**src/rtl/belt_pkg.sv**
```systemverilog
package belt_pkg;

    typedef enum logic [2:0] {
        K_ALU,
        K_SPILL,
        K_FILL,
        K_BABS,
        K_BREL,
        K_BAD
    } kind_e;

    typedef enum logic [2:0] {
        ALU_ADD,
        ALU_SUB,
        ALU_AND,
        ALU_OR,
        ALU_XOR
    } alu_e;

    typedef enum logic {
        ST_IDLE,
        ST_RESULT
    } state_e;

    typedef struct packed {
        kind_e kind;
        alu_e  alu_op;
    } dec_t;

endpackage

```
**src/rtl/belt_decode.sv**
```systemverilog
module belt_decode
    import belt_pkg::*;
#(
    parameter int OPW = 6
) (
    input  logic [OPW-1:0] opcode,
    output dec_t           dec
);
    always_comb begin
        dec.kind   = K_BAD;
        dec.alu_op = ALU_ADD;
        unique case (opcode)
            OPW'(0): begin dec.kind = K_ALU; dec.alu_op = ALU_ADD; end
            OPW'(1): begin dec.kind = K_ALU; dec.alu_op = ALU_SUB; end
            OPW'(2): begin dec.kind = K_ALU; dec.alu_op = ALU_AND; end
            OPW'(3): begin dec.kind = K_ALU; dec.alu_op = ALU_OR;  end
            OPW'(4): begin dec.kind = K_ALU; dec.alu_op = ALU_XOR; end
            OPW'(5): dec.kind = K_SPILL;
            OPW'(6): dec.kind = K_FILL;
            OPW'(7): dec.kind = K_BABS;
            OPW'(8): dec.kind = K_BREL;
            default: dec.kind = K_BAD;
        endcase
    end
endmodule

```
**src/rtl/belt_alu.sv**
```systemverilog
module belt_alu
    import belt_pkg::*;
#(
    parameter int W = 32
) (
    input  alu_e         op,
    input  logic [W-1:0] a,
    input  logic [W-1:0] b,
    output logic [W-1:0] y
);
    always_comb begin
        unique case (op)
            ALU_ADD: y = a + b;
            ALU_SUB: y = a - b;
            ALU_AND: y = a & b;
            ALU_OR:  y = a | b;
            ALU_XOR: y = a ^ b;
            default: y = '0;
        endcase
    end
endmodule

```
**src/rtl/belt_scratch.sv**
```systemverilog
module belt_scratch #(
    parameter int W     = 32,
    parameter int SLOTW = 5,
    localparam int SLOTS = 1 << SLOTW
) (
    input  logic             clk,
    input  logic             rst_n,
    input  logic             wr_en,
    input  logic [SLOTW-1:0] wr_idx,
    input  logic [W-1:0]     wr_data,
    input  logic [SLOTW-1:0] rd_idx,
    output logic [W-1:0]     rd_data
);
    logic [W-1:0] slot_q [SLOTS];

    for (genvar s = 0; s < SLOTS; s++) begin : g_slot
        always_ff @(posedge clk or negedge rst_n) begin
            if (!rst_n)
                slot_q[s] <= '0;
            else if (wr_en && wr_idx == SLOTW'(s))
                slot_q[s] <= wr_data;
        end
    end

    assign rd_data = slot_q[rd_idx];
endmodule

```
**src/rtl/belt_exec.sv**
```systemverilog
module belt_exec
    import belt_pkg::*;
#(
    parameter int W     = 32,
    parameter int POSW  = 5,
    parameter int PCW   = 16,
    parameter int SLOTW = 5,
    localparam int OPW  = 6,
    localparam int OFFW = 2 * POSW,
    localparam int IW   = OPW + OFFW
) (
    input  logic            clk,
    input  logic            rst_n,
    input  logic            in_valid,
    output logic            in_ready,
    input  logic [IW-1:0]   in_word,
    input  logic [PCW-1:0]  in_pc,
    output logic [POSW-1:0] rd_pos_a,
    output logic [POSW-1:0] rd_pos_b,
    input  logic [W-1:0]    rd_data_a,
    input  logic [W-1:0]    rd_data_b,
    output logic            drop_valid,
    output logic [W-1:0]    drop_data,
    output logic            redirect_valid,
    output logic [PCW-1:0]  redirect_pc,
    output logic            illegal
);
    state_e         state_q, state_d;
    kind_e          kind_q;
    logic [W-1:0]   res_q;
    logic [PCW-1:0] tgt_q;
    dec_t           dec;
    logic [W-1:0]   alu_y;
    logic [W-1:0]   fill_val;
    logic           accept;
    logic [PCW-1:0] rel_off;

    assign rd_pos_a = in_word[OFFW-1:POSW];
    assign rd_pos_b = in_word[POSW-1:0];
    assign accept   = in_valid && in_ready;
    assign rel_off  = {{(PCW-OFFW){in_word[OFFW-1]}}, in_word[OFFW-1:0]};

    belt_decode #(.OPW(OPW)) u_dec (
        .opcode (in_word[IW-1:OFFW]),
        .dec    (dec)
    );

    belt_alu #(.W(W)) u_alu (
        .op (dec.alu_op),
        .a  (rd_data_a),
        .b  (rd_data_b),
        .y  (alu_y)
    );

    belt_scratch #(.W(W), .SLOTW(SLOTW)) u_scr (
        .clk     (clk),
        .rst_n   (rst_n),
        .wr_en   (accept && dec.kind == K_SPILL),
        .wr_idx  (rd_pos_b[SLOTW-1:0]),
        .wr_data (rd_data_a),
        .rd_idx  (rd_pos_b[SLOTW-1:0]),
        .rd_data (fill_val)
    );

    // next-state logic: accept then retire
    always_comb begin
        state_d = state_q;
        unique case (state_q)
            ST_IDLE:   if (accept) state_d = ST_RESULT;
            ST_RESULT: state_d = ST_IDLE;
            default:   state_d = ST_IDLE;
        endcase
    end

    // state register
    always_ff @(posedge clk or negedge rst_n) begin
        if (!rst_n) state_q <= ST_IDLE;
        else        state_q <= state_d;
    end

    // result capture
    always_ff @(posedge clk or negedge rst_n) begin
        if (!rst_n) begin
            kind_q <= K_BAD;
            res_q  <= '0;
            tgt_q  <= '0;
        end else if (accept) begin
            kind_q <= dec.kind;
            res_q  <= (dec.kind == K_FILL) ? fill_val : alu_y;
            tgt_q  <= (dec.kind == K_BREL) ? in_pc + rel_off : rd_data_a[PCW-1:0];
        end
    end

    // outputs
    always_comb begin
        in_ready       = (state_q == ST_IDLE);
        drop_valid     = 1'b0;
        redirect_valid = 1'b0;
        illegal        = 1'b0;
        drop_data      = res_q;
        redirect_pc    = tgt_q;
        if (state_q == ST_RESULT) begin
            unique case (kind_q)
                K_ALU, K_FILL:  drop_valid     = 1'b1;
                K_BABS, K_BREL: redirect_valid = 1'b1;
                K_BAD:          illegal        = 1'b1;
                default:        ;
            endcase
        end
    end

    a_r3_drop_single: assert property (@(posedge clk) disable iff (!rst_n)
        drop_valid |=> !drop_valid);
    a_r3_drop_after_accept: assert property (@(posedge clk) disable iff (!rst_n)
        $rose(drop_valid) |-> $past(in_valid && in_ready));
    a_r4_busy_after_accept: assert property (@(posedge clk) disable iff (!rst_n)
        (in_valid && in_ready) |=> !in_ready);
    a_r4_ready_returns: assert property (@(posedge clk) disable iff (!rst_n)
        !in_ready |=> in_ready);
    a_r7_redirect_single: assert property (@(posedge clk) disable iff (!rst_n)
        redirect_valid |=> !redirect_valid);
    a_r9_illegal_quiet: assert property (@(posedge clk) disable iff (!rst_n)
        illegal |-> (!drop_valid && !redirect_valid));
    a_r5_drop_excl: assert property (@(posedge clk) disable iff (!rst_n)
        !(drop_valid && redirect_valid));
endmodule

```
**config.mk**
```make
export PLATFORM = sky130hd
export DESIGN_NAME = belt_exec
export DESIGN_NICKNAME = d
export VERILOG_FILES = /design/src/rtl/belt_pkg.sv /design/src/rtl/belt_decode.sv /design/src/rtl/belt_alu.sv /design/src/rtl/belt_scratch.sv /design/src/rtl/belt_exec.sv
export SDC_FILE = /design/constraint.sdc
export NUM_CORES = 2
export LEC_CHECK = 0
export ABC_AREA = 0
export BUFFER_PORTS_ARGS = -buffer_cell sky130_fd_sc_hd__buf_2
export CORE_AREA = 2 2 306 308
export DETAILED_ROUTE_END_ITERATION = 8
export DIE_AREA = 0 0 308 310
export GPL_ROUTABILITY_DRIVEN = 1
export PLACE_DENSITY = 0.76
export SYNTH_ARGS = -nofsm -noshare
export SYNTH_HDL_FRONTEND = slang
export SYNTH_SLANG_ARGS = --single-unit
export TNS_END_PERCENT = 100
```
**constraint.sdc**
```tcl
create_clock -name clk -period 2.06 [get_ports clk]
set_input_delay 0.515 -clock clk [delete_from_list [all_inputs] [get_ports clk]]
set_output_delay 0.515 -clock clk [all_outputs]
set_load 0.05 [all_outputs]
```
======== Word-level counts from Yosys, hierarchy flattened ========
Index checks and enable logic that the tools add are counted.
storage, ports and cells
  bits in registers ....................... 1076
  bits in latches ......................... 0
  RAM bits ................................ 0
  bits in read-only memories .............. 0
  input port bits ......................... 99
  output and inout port bits .............. 62
  word-level logic and storage cells ...... 152
  memories ................................ 0
cells by class
  add/sub/neg operators ................... 3
  multiply operators ...................... 0
  div/mod/pow operators ................... 0
  order comparisons ....................... 1
  eq/ne operators ......................... 50
  shift-type cells ........................ 0
  multiplexer cells ....................... 16
  bitwise operators ....................... 5
  reduce and logical (&&, ||, !) cells .... 41
operator list
  kind                                                 number
  binary-select mux 32 bit (select 5 bit)              1
  case mux 32 bit (5 select lines)                     1
  two-way mux 32 bit                                   3
  equality test 5 bit, second input constant           16
  equality test 5 x 4 -> 1 bit, second input constant  8
  logical AND 1 bit                                    34
  adder 32 bit                                         1
  AND 32 bit                                           1
  bitwise OR 32 bit                                    1
  subtractor 32 bit                                    1
  bitwise XOR 32 bit                                   1
  equality test 6 x 3 -> 1 bit, second input constant  4
  equality test 5 x 3 -> 1 bit, second input constant  4
  adder 16 bit                                         1
  two-way mux 16 bit                                   1
  equality test 3 x 2 -> 1 bit, second input constant  5
  case mux 3 bit (5 select lines)                      1
  equality test 3 bit, second input constant           4
  equality test 6 x 2 -> 1 bit, second input constant  2
  case mux 3 bit (4 select lines)                      1
  equality test 5 x 2 -> 1 bit, second input constant  2
  two-way mux 1 bit                                    7
  equality test 3 x 1 -> 1 bit, second input constant  2
  equality test 6 x 1 -> 1 bit, second input constant  1
  11 further kinds                                     13

======== Longest topological paths before layout ========
  depth in word-level cells ............... 6
  depth in mapped cells ................... 20
  mapped depth without buffers ............ 19

======== Hierarchy ========
Synthesis repeated with hierarchy kept, for this count alone.
second synthesis, totals
  cells, all modules ...................... 4442
  area, all modules ....................... 54623.6 um^2
by module, submodules not included
  module        times used  cells an instance  area an instance (um^2)  seq. area each (um^2)
  belt_scratch  1           3452               47047.6                  25624.6
  belt_alu      1           611                4192.8                   0.0
  belt_exec     1           367                3306.9                   1303.8
  belt_decode   1           12                 76.3                     0.0

======== Worst setup path after synthesis ========
Ideal clock, no wire load.
  kind .................................... input to register
  start ................................... input rd_data_b[14]
  end ..................................... register res_q[27], in the netlist drop_data[27]
  data arrival time ....................... 3.956 ns
  data required time ...................... 1.928 ns
  setup slack ............................. -2.028 ns
  stages .................................. 15
  path buffers ............................ 0
  cell sequence ........................... or4_4 -> or4_4 -> nor2_1 -> nor2_1 -> xnor2_1 -> ha_1 -> nand4_1 -> nor2_1 -> a2111oi_0 -> o21bai_1 -> nor2_1 -> a21boi_0 -> or4_1 -> a31oi_1 -> o31ai_1
between the ends
  longest elaborated chain between the ends .. 3
  elaborated cells on any way between the ends .. 4
ends and longest elaborated chain
  item                                                      RTL line                        source
  from (decl)                                               belt_exec.sv:21                 input logic [W-1:0] rd_data_b,
  subtractor 32 bit / adder 32 bit (equally long branches)  belt_alu.sv:14, belt_alu.sv:13
  case mux 32 bit (5 select lines) *                        belt_alu.sv:12                  unique case (op)
  two-way mux 32 bit *                                      belt_exec.sv:89                 res_q <= (dec.kind == K_FILL) ? fill_val : alu_y;
  to (signal assigned)                                      belt_exec.sv:89
  to (decl)                                                 belt_exec.sv:30                 logic [W-1:0] res_q;
Mark *: on every way between the ends. The rest lies on a longest branch, timed or not.
A chain may end at the register's enable or synchronous reset.

======== Worst setup path after layout ========
  start ................................... input rd_data_b[11]
  end ..................................... register res_q[27], in the netlist drop_data[27]
The elaborated chain is that of the path after synthesis.

==> flow_metrics.env <==
export IMPL_cp_top_family="simple AND/OR/NAND/NOR gates"
export IMPL_cp_max_fo=4
export IMPL_yosysWarnings=0
export IMPL_vdd_drop_max_mv=0.763
export IMPL_fin_crit_sh_pct=170
export IMPL_report_final_slew_viol_count=0
export IMPL_hold_viol=0
export IMPL_ios=161
export IMPL_worstPathCellList="buf_6 > or4_4 > or4_4 > nor2_4 > buf_6 > a21oi_4 > xnor2_2 > ha_1 > a21o_1 > a21o_1 > a21o_1 > a21o_1 > and2_4 > or4_1 > a31oi_1 > o31ai_1"
export IMPL_crit_top_cell="a21o_1"
export IMPL_r2r_cells=12
export IMPL_ys_ff_latch=1076
export IMPL_io_buffers=160
export IMPL_clock_fmax_mhz=286
export IMPL_cp_end_kind="register"
export IMPL_design_area_um2=65000
export IMPL_critical_path_buf_inv_count=2
export IMPL_cp_depth=16
export IMPL_rsz0062_at_grt="yes"
export IMPL_clkPwrFrac_pct=42.9
export IMPL_htreeDepth=3
export IMPL_synth_simple_area_share_pct=6.64
export IMPL_synth_main_ff_cell="dfrtp_1"
export IMPL_grt_pass1_wl_um=244000
export IMPL_first_pass_iters=6
export IMPL_max_stage_delay_ps=620
export IMPL_criticalPathCategory="in -> reg"
export IMPL_grt_max_degree=92
export IMPL_cts_buffer_depth=3
export IMPL_holdWs_ps=233
export IMPL_placed_area_um2=59600
export IMPL_vias=38700
export IMPL_antenna_found_initial=10
export IMPL_report_final_setup_viol=1062
export IMPL_die_area_um2=95500
export IMPL_slowest_stage="or4_4"
export IMPL_synth_edf_count=0
export IMPL_start_util_pct=56.3
export IMPL_ys_types=69
export IMPL_fillCellCount=6200
export IMPL_power_leakage_uw=0.0303
export IMPL_synth_top_family_by_area="multiplexers"
export IMPL_grt_usage_pct=34.1
export IMPL_cts_tree="built"
export IMPL_fin_ws_ps=-1430
export IMPL_synth_cells=4251
export IMPL_clock_latency_ps=710
export IMPL_cts_root_buf="clkbuf_16"
export IMPL_syn_area_um2=52000
export IMPL_tightest_slew_ps=894
export IMPL_p_switching_uw=12800
export IMPL_multiInputGateArea_um2=25500
export IMPL_place_congestion=0.964
export IMPL_drv_cap=0
export IMPL_critPathLaunchType="primary input"
export IMPL_nets=4987
export IMPL_synth_mux_area_share_pct=24.6
export IMPL_cts_buffers=108
export IMPL_synthAdderAreaFrac_pct=2.75
export IMPL_hold_path_class="in -> reg"
export IMPL_p_per_area_nw_per_um2=749
export IMPL_fin_tns_setup_ps=-228890
export IMPL_status="complete, but fails checks"
export IMPL_wl_per_cell_um=26.6
export IMPL_area_growth_pct=24.9
export IMPL_power_share_switching_pct=26.2
export IMPL_seq_area_frac_synth_pct=51.8
export IMPL_synth_compound_area_share_pct=9.70
export IMPL_wirelength_um=162000
export IMPL_dp_hpwl_um=107000
export IMPL_regArea_um2=26900
export IMPL_synth_xor_area_share_pct=1.13
export IMPL_drc=0
export IMPL_placedCellCount=5806
export IMPL_die_y_um=310
export IMPL_num_rows=112
export IMPL_drive_gt1_share_pct=40.0
export IMPL_fin_cells=6068
export IMPL_ant_nets=0
export IMPL_violations="negative setup slack"
export IMPL_grt_pass1_vias=39300
export IMPL_gr_total_overflow=0
export IMPL_final_common_cell="dfrtp_1"
export IMPL_p_int_uw=35900
export IMPL_syn_area_per_cell_um2=12.2
export IMPL_async_flop_share_pct=100
export IMPL_syn_nets=4463
export IMPL_drt_iter0_drc=4159
export IMPL_arrival_ps=4050
export IMPL_clock_sinks=1076
export IMPL_power_frac_comb_pct=12.5
export IMPL_fp_dieW_um=308
export IMPL_core_um2=92500
export IMPL_holdPathStages=4
export IMPL_min_period_ps=3490
export IMPL_cp_required_ps=2610
export IMPL_relSlewSlack_pct=40.4
export IMPL_path_clk_slew_ps=70
export IMPL_layout_common_cells="dfrtp_1 (1074), nand2_1 (620), buf_4 (470)"
export IMPL_finalClockSkew_ps=23.9
export IMPL_seqPwrFrac_pct=44.6
export IMPL_vias_per_cell=6.37
export IMPL_power_uw=48600
-- path summary, 6_finish.rpt --
path                                 startpoint  slack, ps                 to
min in group asynchronous                 rst_n        340  u_scr.slot_q[864]
worst max-delay path              rd_data_b[11]      -1430      drop_data[27]
worst max register to register          state_q       -340  u_scr.slot_q[820]
worst min register to register  redirect_pc[10]        470    redirect_pc[10]
worst min-delay path                   in_pc[0]        230     redirect_pc[0]
max in group asynchronous                 rst_n        820  u_scr.slot_q[727]
-- logic make-up (layout without fill, tap and decap cells) --
family,after synthesis,count (layout)
simple gates,839,839
flops,1076,1076
fa+ha+maj,113,113
other cells,0,3
compound gates,902,902
mux,826,826
xor+xnor,66,66
buf+inv,429,1046
-- metal layers --
layer / up-vias / GRT usage (%) / routed length [µm] / part of all wire, %
li1: 16400 / - / - / -
met2: 1866 / 52.0 / 73400 / 45
met5: - / 0 / 100 / 0.062
met4: 16 / 14.8 / 7640 / 4.7
met1: 20000 / 47.3 / 65300 / 40
met3: 391 / 8.15 / 15100 / 9.4
-- power groups by stage --
stage	combinational (µW)	clock (µW)	sequential (µW)
after global placement	5440	0	22100
final	6080	20900	21700
after floorplan	2320	0	22600
after global routing	6470	21900	21700
after CTS	5770	21000	21700
after detailed placement	5490	0	22100
-- worst register-to-register path: cells and delay by family, from the launching register on --
family / cells / cell delay, ps
flip-flops: 1 / 410
AND/OR/NAND/NOR: 5 / 640
AO/OA/AOI/OAI: 1 / 100
buffers and inverters: 6 / 1130
-- per-stage QoR --
stage	setup slack (ps)	utilization, %
after floorplan	-1890	-
after global placement	-2270	64.5
after detailed placement	-2270	64.5
after CTS	-1370	69.5
after global routing	-1560	70.3
final	-1430	70.3
-- Yosys cell counts (14+ instances only) --
master	number	share of area [%]
a211oi_1	18	0.26
a21o_1	18	0.26
a21oi_1	96	0.92
a221o_1	20	0.38
a221oi_1	15	0.25
buf_1	26	0.19
buf_2	91	0.88
buf_4	14	0.20
clkbuf_1	223	1.6
dfrtp_1	1074	52
ha_1	111	2.7
inv_1	74	0.53
mux2_2	481	10
mux2i_1	30	0.58
mux4_2	315	14
nand2_1	648	4.7
nand3_1	14	0.13
nor2_1	74	0.53
nor2b_1	14	0.17
nor3_1	23	0.22
o21ai_0	633	6.1
o31ai_1	14	0.20
xnor2_1	48	0.81
xor2_1	17	0.29
-- flip-flops by register name, indices dropped and copies added, names as in the netlist --
register / count
kind_q: 3
redirect_pc: 16
drop_data: 32
state_q: 1
u_scr.slot_q: 1024
-- what timing repair did --
item                                    in CTS  in global routing
setup buffers                               36                 22
endpoints found under the setup margin    1004               1070
gates resized for setup                    116                 97
hold buffers                                 1                  0
pin swaps                                  100                 94
cloned                                       2                  2
hold endpoints to repair                     6                  0
-- layout make-up --
type,count,share of cell area (%)
well taps,1197,2.30
clock inverters,50,1.01
repair buffers,768,10.8
multi-input cells,2746,39.2
inverters,75,0.443
clock buffers,153,4.82
flip-flops and latches,1076,41.4
diodes,3,0.0116
(Power assumes the default switching activity.)
